--- src/rtl/ddr_trunc_pkg.sv ---
package ddr_trunc_pkg;
  typedef enum logic [1:0] {
    CMD_READ  = 2'd0,
    CMD_WRITE = 2'd1,
    CMD_BST   = 2'd2,
    CMD_PRE   = 2'd3
  } cmd_e;
endpackage

--- src/rtl/ddr_bank_timers.sv ---
module ddr_bank_timers #(
  parameter int NUM_BANKS = 4,
  parameter int T_RP      = 3
) (
  input  logic                 clk_i,
  input  logic                 rst_ni,
  input  logic [NUM_BANKS-1:0] load_i,
  output logic [NUM_BANKS-1:0] idle_o
);
  localparam int RP_W = $clog2(T_RP + 1);

  for (genvar b = 0; b < NUM_BANKS; b++) begin : g_bank
    logic [RP_W-1:0] cnt_q;

    always_ff @(posedge clk_i or negedge rst_ni) begin
      if (!rst_ni)             cnt_q <= '0;
      else if (load_i[b])      cnt_q <= RP_W'(T_RP - 1);
      else if (cnt_q != '0)    cnt_q <= cnt_q - 1'b1;
    end

    assign idle_o[b] = (cnt_q == '0);

    // a bank is only closed after a read that was accepted while it was idle
    a_r8_load_from_idle: assert property (@(posedge clk_i) disable iff (!rst_ni)
      load_i[b] |-> idle_o[b]);
  end
endmodule

--- src/rtl/ddr_rd_tracker.sv ---
module ddr_rd_tracker #(
  parameter int BANK_W    = 2,
  parameter int PAIR_W    = 3,
  parameter int MAX_PAIRS = 4
) (
  input  logic              clk_i,
  input  logic              rst_ni,
  input  logic              accept_i,
  input  logic [BANK_W-1:0] bank_i,
  input  logic [PAIR_W-1:0] pairs_i,
  input  logic              pre_i,
  input  logic              ap_i,
  output logic              busy_o,
  output logic              close_o,
  output logic              close_bst_o,
  output logic              close_pre_o,
  output logic              close_rp_o,
  output logic [BANK_W-1:0] bank_o
);
  logic              busy_q, pre_q, ap_q, full_q;
  logic [PAIR_W-1:0] cnt_q;
  logic [BANK_W-1:0] bank_q;

  always_ff @(posedge clk_i or negedge rst_ni) begin
    if (!rst_ni) begin
      busy_q <= 1'b0;
      cnt_q  <= '0;
      bank_q <= '0;
      pre_q  <= 1'b0;
      ap_q   <= 1'b0;
      full_q <= 1'b0;
    end else if (accept_i) begin
      busy_q <= 1'b1;
      cnt_q  <= pairs_i;
      bank_q <= bank_i;
      pre_q  <= pre_i;
      ap_q   <= ap_i;
      full_q <= (pairs_i == PAIR_W'(MAX_PAIRS));
    end else if (busy_q) begin
      if (cnt_q == PAIR_W'(1)) busy_q <= 1'b0;
      cnt_q <= cnt_q - 1'b1;
    end
  end

  assign busy_o      = busy_q;
  assign close_o     = busy_q && (cnt_q == PAIR_W'(1));
  assign close_bst_o = close_o && !pre_q && !full_q;
  assign close_pre_o = close_o && pre_q;
  assign close_rp_o  = close_o && (pre_q || ap_q);
  assign bank_o      = bank_q;

  a_r11_no_accept_busy: assert property (@(posedge clk_i) disable iff (!rst_ni)
    accept_i |-> !busy_q);
  a_r2_open_count_live: assert property (@(posedge clk_i) disable iff (!rst_ni)
    busy_q |-> cnt_q != '0);
  a_r6_no_pre_on_ap: assert property (@(posedge clk_i) disable iff (!rst_ni)
    close_pre_o |-> !ap_q);
  a_r3_close_frees: assert property (@(posedge clk_i) disable iff (!rst_ni)
    close_o |=> !busy_q);
endmodule

--- src/rtl/ddr_wr_gate.sv ---
module ddr_wr_gate #(
  parameter int CAS_LAT = 2
) (
  input  logic clk_i,
  input  logic rst_ni,
  input  logic close_i,
  output logic ta_ok_o
);
  localparam int TA_W = $clog2(CAS_LAT + 2);

  logic [TA_W-1:0] ta_q;

  always_ff @(posedge clk_i or negedge rst_ni) begin
    if (!rst_ni)          ta_q <= '0;
    else if (close_i)     ta_q <= TA_W'(CAS_LAT);
    else if (ta_q != '0)  ta_q <= ta_q - 1'b1;
  end

  assign ta_ok_o = (ta_q == '0);

  if (CAS_LAT > 0) begin : g_ta_chk
    a_r7_turnaround_armed: assert property (@(posedge clk_i) disable iff (!rst_ni)
      close_i |=> !ta_ok_o);
  end
endmodule

--- src/rtl/ddr_rd_trunc_sched.sv ---
module ddr_rd_trunc_sched
  import ddr_trunc_pkg::*;
#(
  parameter int NUM_BANKS = 4,
  parameter int BURST_LEN = 8,
  parameter int CAS_LAT   = 2,
  parameter int T_RP      = 3,
  localparam int MAX_PAIRS = BURST_LEN / 2,
  localparam int BANK_W    = (NUM_BANKS > 1) ? $clog2(NUM_BANKS) : 1,
  localparam int PAIR_W    = $clog2(MAX_PAIRS + 1)
) (
  input  logic                 clk_i,
  input  logic                 rst_ni,
  input  logic                 rd_req_i,
  input  logic [BANK_W-1:0]    rd_bank_i,
  input  logic [PAIR_W-1:0]    rd_pairs_i,
  input  logic                 rd_pre_i,
  input  logic                 rd_ap_i,
  input  logic                 wr_req_i,
  input  logic [BANK_W-1:0]    wr_bank_i,
  output logic                 rd_ready_o,
  output logic [NUM_BANKS-1:0] bank_idle_o,
  output logic                 cmd_valid_o,
  output logic [1:0]           cmd_o,
  output logic [BANK_W-1:0]    cmd_bank_o,
  output logic                 err_o
);
  logic              busy, close, close_bst, close_pre, close_rp, ta_ok;
  logic [BANK_W-1:0] trk_bank;
  logic [NUM_BANKS-1:0] idle, rp_load;
  logic              rd_try, rd_ok, rd_bad, accept, wr_fire;

  assign rd_try  = rd_req_i && !busy;
  assign rd_ok   = (rd_pairs_i != '0) && (rd_pairs_i <= PAIR_W'(MAX_PAIRS))
                   && !(rd_pre_i && rd_ap_i);
  assign rd_bad  = rd_try && !rd_ok;
  assign accept  = rd_try && rd_ok && idle[rd_bank_i];
  // read acceptance has priority over a pending write
  assign wr_fire = wr_req_i && !busy && ta_ok && idle[wr_bank_i] && !accept;

  ddr_rd_tracker #(
    .BANK_W(BANK_W), .PAIR_W(PAIR_W), .MAX_PAIRS(MAX_PAIRS)
  ) u_trk (
    .clk_i, .rst_ni,
    .accept_i(accept), .bank_i(rd_bank_i), .pairs_i(rd_pairs_i),
    .pre_i(rd_pre_i), .ap_i(rd_ap_i),
    .busy_o(busy), .close_o(close), .close_bst_o(close_bst),
    .close_pre_o(close_pre), .close_rp_o(close_rp), .bank_o(trk_bank)
  );

  ddr_wr_gate #(.CAS_LAT(CAS_LAT)) u_wr (
    .clk_i, .rst_ni, .close_i(close), .ta_ok_o(ta_ok)
  );

  always_comb begin
    rp_load = '0;
    if (close_rp) rp_load[trk_bank] = 1'b1;
  end

  ddr_bank_timers #(.NUM_BANKS(NUM_BANKS), .T_RP(T_RP)) u_rp (
    .clk_i, .rst_ni, .load_i(rp_load), .idle_o(idle)
  );

  logic              cmd_valid_q, err_q;
  cmd_e              cmd_q;
  logic [BANK_W-1:0] cmd_bank_q;

  always_ff @(posedge clk_i or negedge rst_ni) begin
    if (!rst_ni) begin
      cmd_valid_q <= 1'b0;
      cmd_q       <= CMD_READ;
      cmd_bank_q  <= '0;
      err_q       <= 1'b0;
    end else begin
      err_q       <= rd_bad;
      cmd_valid_q <= accept || wr_fire || close_bst || close_pre;
      if (accept) begin
        cmd_q      <= CMD_READ;
        cmd_bank_q <= rd_bank_i;
      end else if (wr_fire) begin
        cmd_q      <= CMD_WRITE;
        cmd_bank_q <= wr_bank_i;
      end else if (close_bst) begin
        cmd_q      <= CMD_BST;
        cmd_bank_q <= trk_bank;
      end else if (close_pre) begin
        cmd_q      <= CMD_PRE;
        cmd_bank_q <= trk_bank;
      end
    end
  end

  assign rd_ready_o  = !busy;
  assign bank_idle_o = idle;
  assign cmd_valid_o = cmd_valid_q;
  assign cmd_o       = cmd_q;
  assign cmd_bank_o  = cmd_bank_q;
  assign err_o       = err_q;

  a_r10_one_source: assert property (@(posedge clk_i) disable iff (!rst_ni)
    $onehot0({accept, wr_fire, close_bst, close_pre}));
  a_r7_no_write_after_bst: assert property (@(posedge clk_i) disable iff (!rst_ni)
    (cmd_valid_o && cmd_o == CMD_BST) |=> !(cmd_valid_o && cmd_o == CMD_WRITE));
  a_r6_err_no_read: assert property (@(posedge clk_i) disable iff (!rst_ni)
    err_o |-> !(cmd_valid_o && cmd_o == CMD_READ));
  a_r2_read_holds_ready: assert property (@(posedge clk_i) disable iff (!rst_ni)
    (cmd_valid_o && cmd_o == CMD_READ) |-> !rd_ready_o);

  if (T_RP > 1) begin : g_rp_chk
    a_r8_bank_quiet_after_pre: assert property (@(posedge clk_i) disable iff (!rst_ni)
      (cmd_valid_o && cmd_o == CMD_PRE)
      |=> !(cmd_valid_o && cmd_bank_o == $past(cmd_bank_o)));
  end
endmodule

--- config.mk ---
export PLATFORM = sky130hd
export DESIGN_NAME = ddr_rd_trunc_sched
export DESIGN_NICKNAME = d
export VERILOG_FILES = /design/src/rtl/ddr_trunc_pkg.sv /design/src/rtl/ddr_bank_timers.sv /design/src/rtl/ddr_rd_tracker.sv /design/src/rtl/ddr_wr_gate.sv /design/src/rtl/ddr_rd_trunc_sched.sv
export SDC_FILE = /design/constraint.sdc
export NUM_CORES = 1
export LEC_CHECK = 0
export ABC_AREA = 1
export CAP_MARGIN = 25
export CORE_ASPECT_RATIO = 0.75
export CORE_MARGIN = 2
export CORE_UTILIZATION = 52
export CTS_CLUSTER_SIZE = 16
export DETAILED_ROUTE_END_ITERATION = 7
export HOLD_SLACK_MARGIN = 0.08
export PLACE_DENSITY = 0.87
export RECOVER_POWER = 25
export SLEW_MARGIN = 20
export SYNTH_ARGS = -nofsm -noshare
export SYNTH_HDL_FRONTEND = slang
export SYNTH_SLANG_ARGS = --single-unit
--- constraint.sdc ---
create_clock -name clk_i -period 1.9 [get_ports clk_i]
set_input_delay 0.285 -clock clk_i [delete_from_list [all_inputs] [get_ports clk_i]]
set_output_delay 0.285 -clock clk_i [all_outputs]
set_load 0.01 [all_outputs]
==> metrics <==
input/output buffers=23; Routed WL=2.61 mm; Chip Height=48.5 um; Post-synth EDFFs=0; min cycle time layout=1.84 ns; Yosys top cell area share=0.455; most common cell in the netlist=nand2_1; CP max stage delay=0.54 ns; Rows=16; Max FO, Critical Path=5; delay-heaviest family, CP=buffers and inverters; setup TNS=0 ns; Worst EP arrival=1.56 ns; post-synth top area cell=dfrtp_1; final hold viol count=0; Final setup viols=0; final slew viol count=0; worst clock skew=0.00226 ns; worst hold-check path type=reg -> reg; critical path's slowest cell=clkdlybuf4s50_1; post-CTS setup buffer count=0; Non-Filler Instances=244; mapped cell area=~1400 um^2; fillers=225; syn avg cell area=7.81 um^2; wire per inst=10.7 um; Core ar.=2560 um^2; initial DRC count=43; PD cells=1430 nW/um^2; RSZ-0062 raised after global routing=no; Max-Slew Margin vs Limit=0.120; Total GRT Usage=0.194; count of cell types in the netlist=20; placed inst area=1690 um^2; Inserted Diodes=0; FF-to-FF Start=u_trk.cnt_q[1]; cts hold-fix bufs=0; Data required, critical path=1.62 ns; ys flop type=dfrtp_1; asr flop ratio synth=1.00; Worst-Margin Slew=1.32 ns; DP Cell Count=240; flop-to-flop setup slack=between 0.3 and 0.4 ns; Starting Density=0.537; Max Clock Freq=about 540 MHz; max_cap viols=0; residual DRC count=0; die area=3080 um^2; Post-Syn Instances=176; most instantiated cells after synthesis=nand2_1 (40), inv_1 (34), dfrtp_1 (25); HPWL Detailed=approximately 2.1 mm; Reg2Reg Depth=8; startpoint types=flop; layout cell share with drive strength beyond 1=0.111; vias per cell=4.79; Pleak=0.000900 uW; reg2reg end=u_rp.g_bank[0].cnt_q[1]; final hold slack=about 0.50 ns; share of the clock period used by the worst path after layout=0.970; VDD IR max=between 0.7 and 0.8 mV; clk root buf=clkbuf_4; TritonCTS Sinks=25; WHS Path Cells=2; CTS tree=done; grt ovf=0; CP cell instances=inv_1 > ha_2 > clkdlybuf4s50_1; total power=2470 uW; Clock Latency Late Sink=between 0.3 and 0.4 ns; RePlAce Congestion=0.827; critical path class=reg -> out; via count=about 1200; Area growth syn-to-layout=26.0%; pin count of the biggest net entering global routing=26; CTS buffer count=3; top-level I/O count=24; initial antenna violation count=0; design area=1730 um^2; DRT Pass-1 Iters=4; CP endpoint kind=primary output; min-delay src=u_trk.full_q; Final nets=230; syn nets=a little under 200; Synth Warn #=0; clock-pin slew on the worst setup and hold paths=~0.13 ns; CTS Buffer Depth=2; vias in the first global route=1092; outcome=finished, final reports clean; first-pass GRT wire length=around 4.7 mm; Yosys reg bits=25; top post-synthesis cells by area=dfrtp_1 (45%), nand2_1 (11%), inv_1 (9.3%); Die W=around 63 um; register area share after synthesis=0.455; WHS Endpoint=u_trk.full_q; CTS H-tree depth=1; Final ANT Viol Nets=0; Buf/Inv on CP=2
[logic make-up (layout without fill, tap and decap cells)]
group	count (synthesis)	count (layout)	share of synthesized area
compound gates	18	18	0.0719
buf+inv	37	69	0.114
xor+xnor	1	1	0.00637
flops	25	25	0.455
simple gates	87	87	0.280
fa+ha+maj	8	8	0.0728
[metrics by stage]
| stage | utilization | worst slack [ns] |
|---|---|---|
| floorplan | - | 0.480 |
| global placement | 0.661 | -0.00549 |
| detailed placement | 0.661 | -0.0760 |
| CTS | 0.672 | 0.0107 |
| global route | 0.676 | 0.00667 |
| finish | 0.676 | 0.0562 |
[power by group]
| group | total [uW] | internal (uW) | switching (uW) |
|---|---|---|---|
| clock network | 232 | 82.1 | 150 |
| logic | 1290 | 602 | 683 |
| registers | 953 | 792 | 160 |
[cells in the final DEF, fill, tap and decap left out, drive strengths merged]
cell type,synthesis,routed
clkdlybuf4s50,0,19
dlygate4sd3,0,1
nand3,14,14
buf,2,6
o211ai,1,1
clkbuf,0,5
ha,8,8
xnor2,1,1
o21ai,14,14
dlymetal6s2s,0,3
dfrtp,25,25
nor3,9,9
a22oi,1,1
nand2,43,43
nor2,21,21
inv,35,35
a21oi,2,2
[worst max path at each step]
stage	startpoint	to	slack (ns)	cells after the start
after detailed placement	rd_pairs_i[0]	cmd_o[1]	-0.08	11
final	u_rp.g_bank[0].cnt_q[0]	bank_idle_o[0]	0.06	3
after global placement	rd_pairs_i[1]	cmd_bank_o[0]	-0.005	12
after floorplan	u_rp.g_bank[1].cnt_q[0]	cmd_bank_o[0]	0.48	10
after global routing	u_rp.g_bank[0].cnt_q[0]	bank_idle_o[0]	0.007	3
after CTS	u_rp.g_bank[0].cnt_q[0]	bank_idle_o[0]	0.01	3
[flip-flops by register name, indices dropped and copies added, names as in the netlist]
name and count:
err_o 1, u_rp.g_bank.cnt_q 8, cmd_o 2, u_trk.cnt_q 3, u_trk.ap_q 1, u_trk.bank_o 2
u_trk.pre_q 1, u_trk.full_q 1, u_wr.ta_q 2, cmd_valid_o 1, u_trk.busy_o 1, cmd_bank_o 2
[metal layers]
metal,GRT usage,share of wire
met1,0.265,0.49
met4,0.0543,0.012
met5,0,0
met2,0.309,0.47
met3,0.0488,0.030
[repair_timing]
action,4_1_cts,5_1_grt
endpoints found under the setup margin,1,4
gates resized for setup,1,6
endpoints found under the hold margin,0,0
[worst min-delay path: stages, from the launching register on]
cell	delay, ns
dfrtp_1	0.37
nand2_1	0.05
nand2_1	0.06
[area by class of cell]
class / count / area (um^2) / share of cell area
clock buffer: 4 / 26.3 / 0.0152
inverter: 35 / 134 / 0.0773
multi-input combinational: 114 / 603 / 0.348
sequential: 25 / 626 / 0.361
tap: 36 / 45.0 / 0.0260
timing repair buffer: 30 / 299 / 0.173
Power figures use the tool's default switching activity.
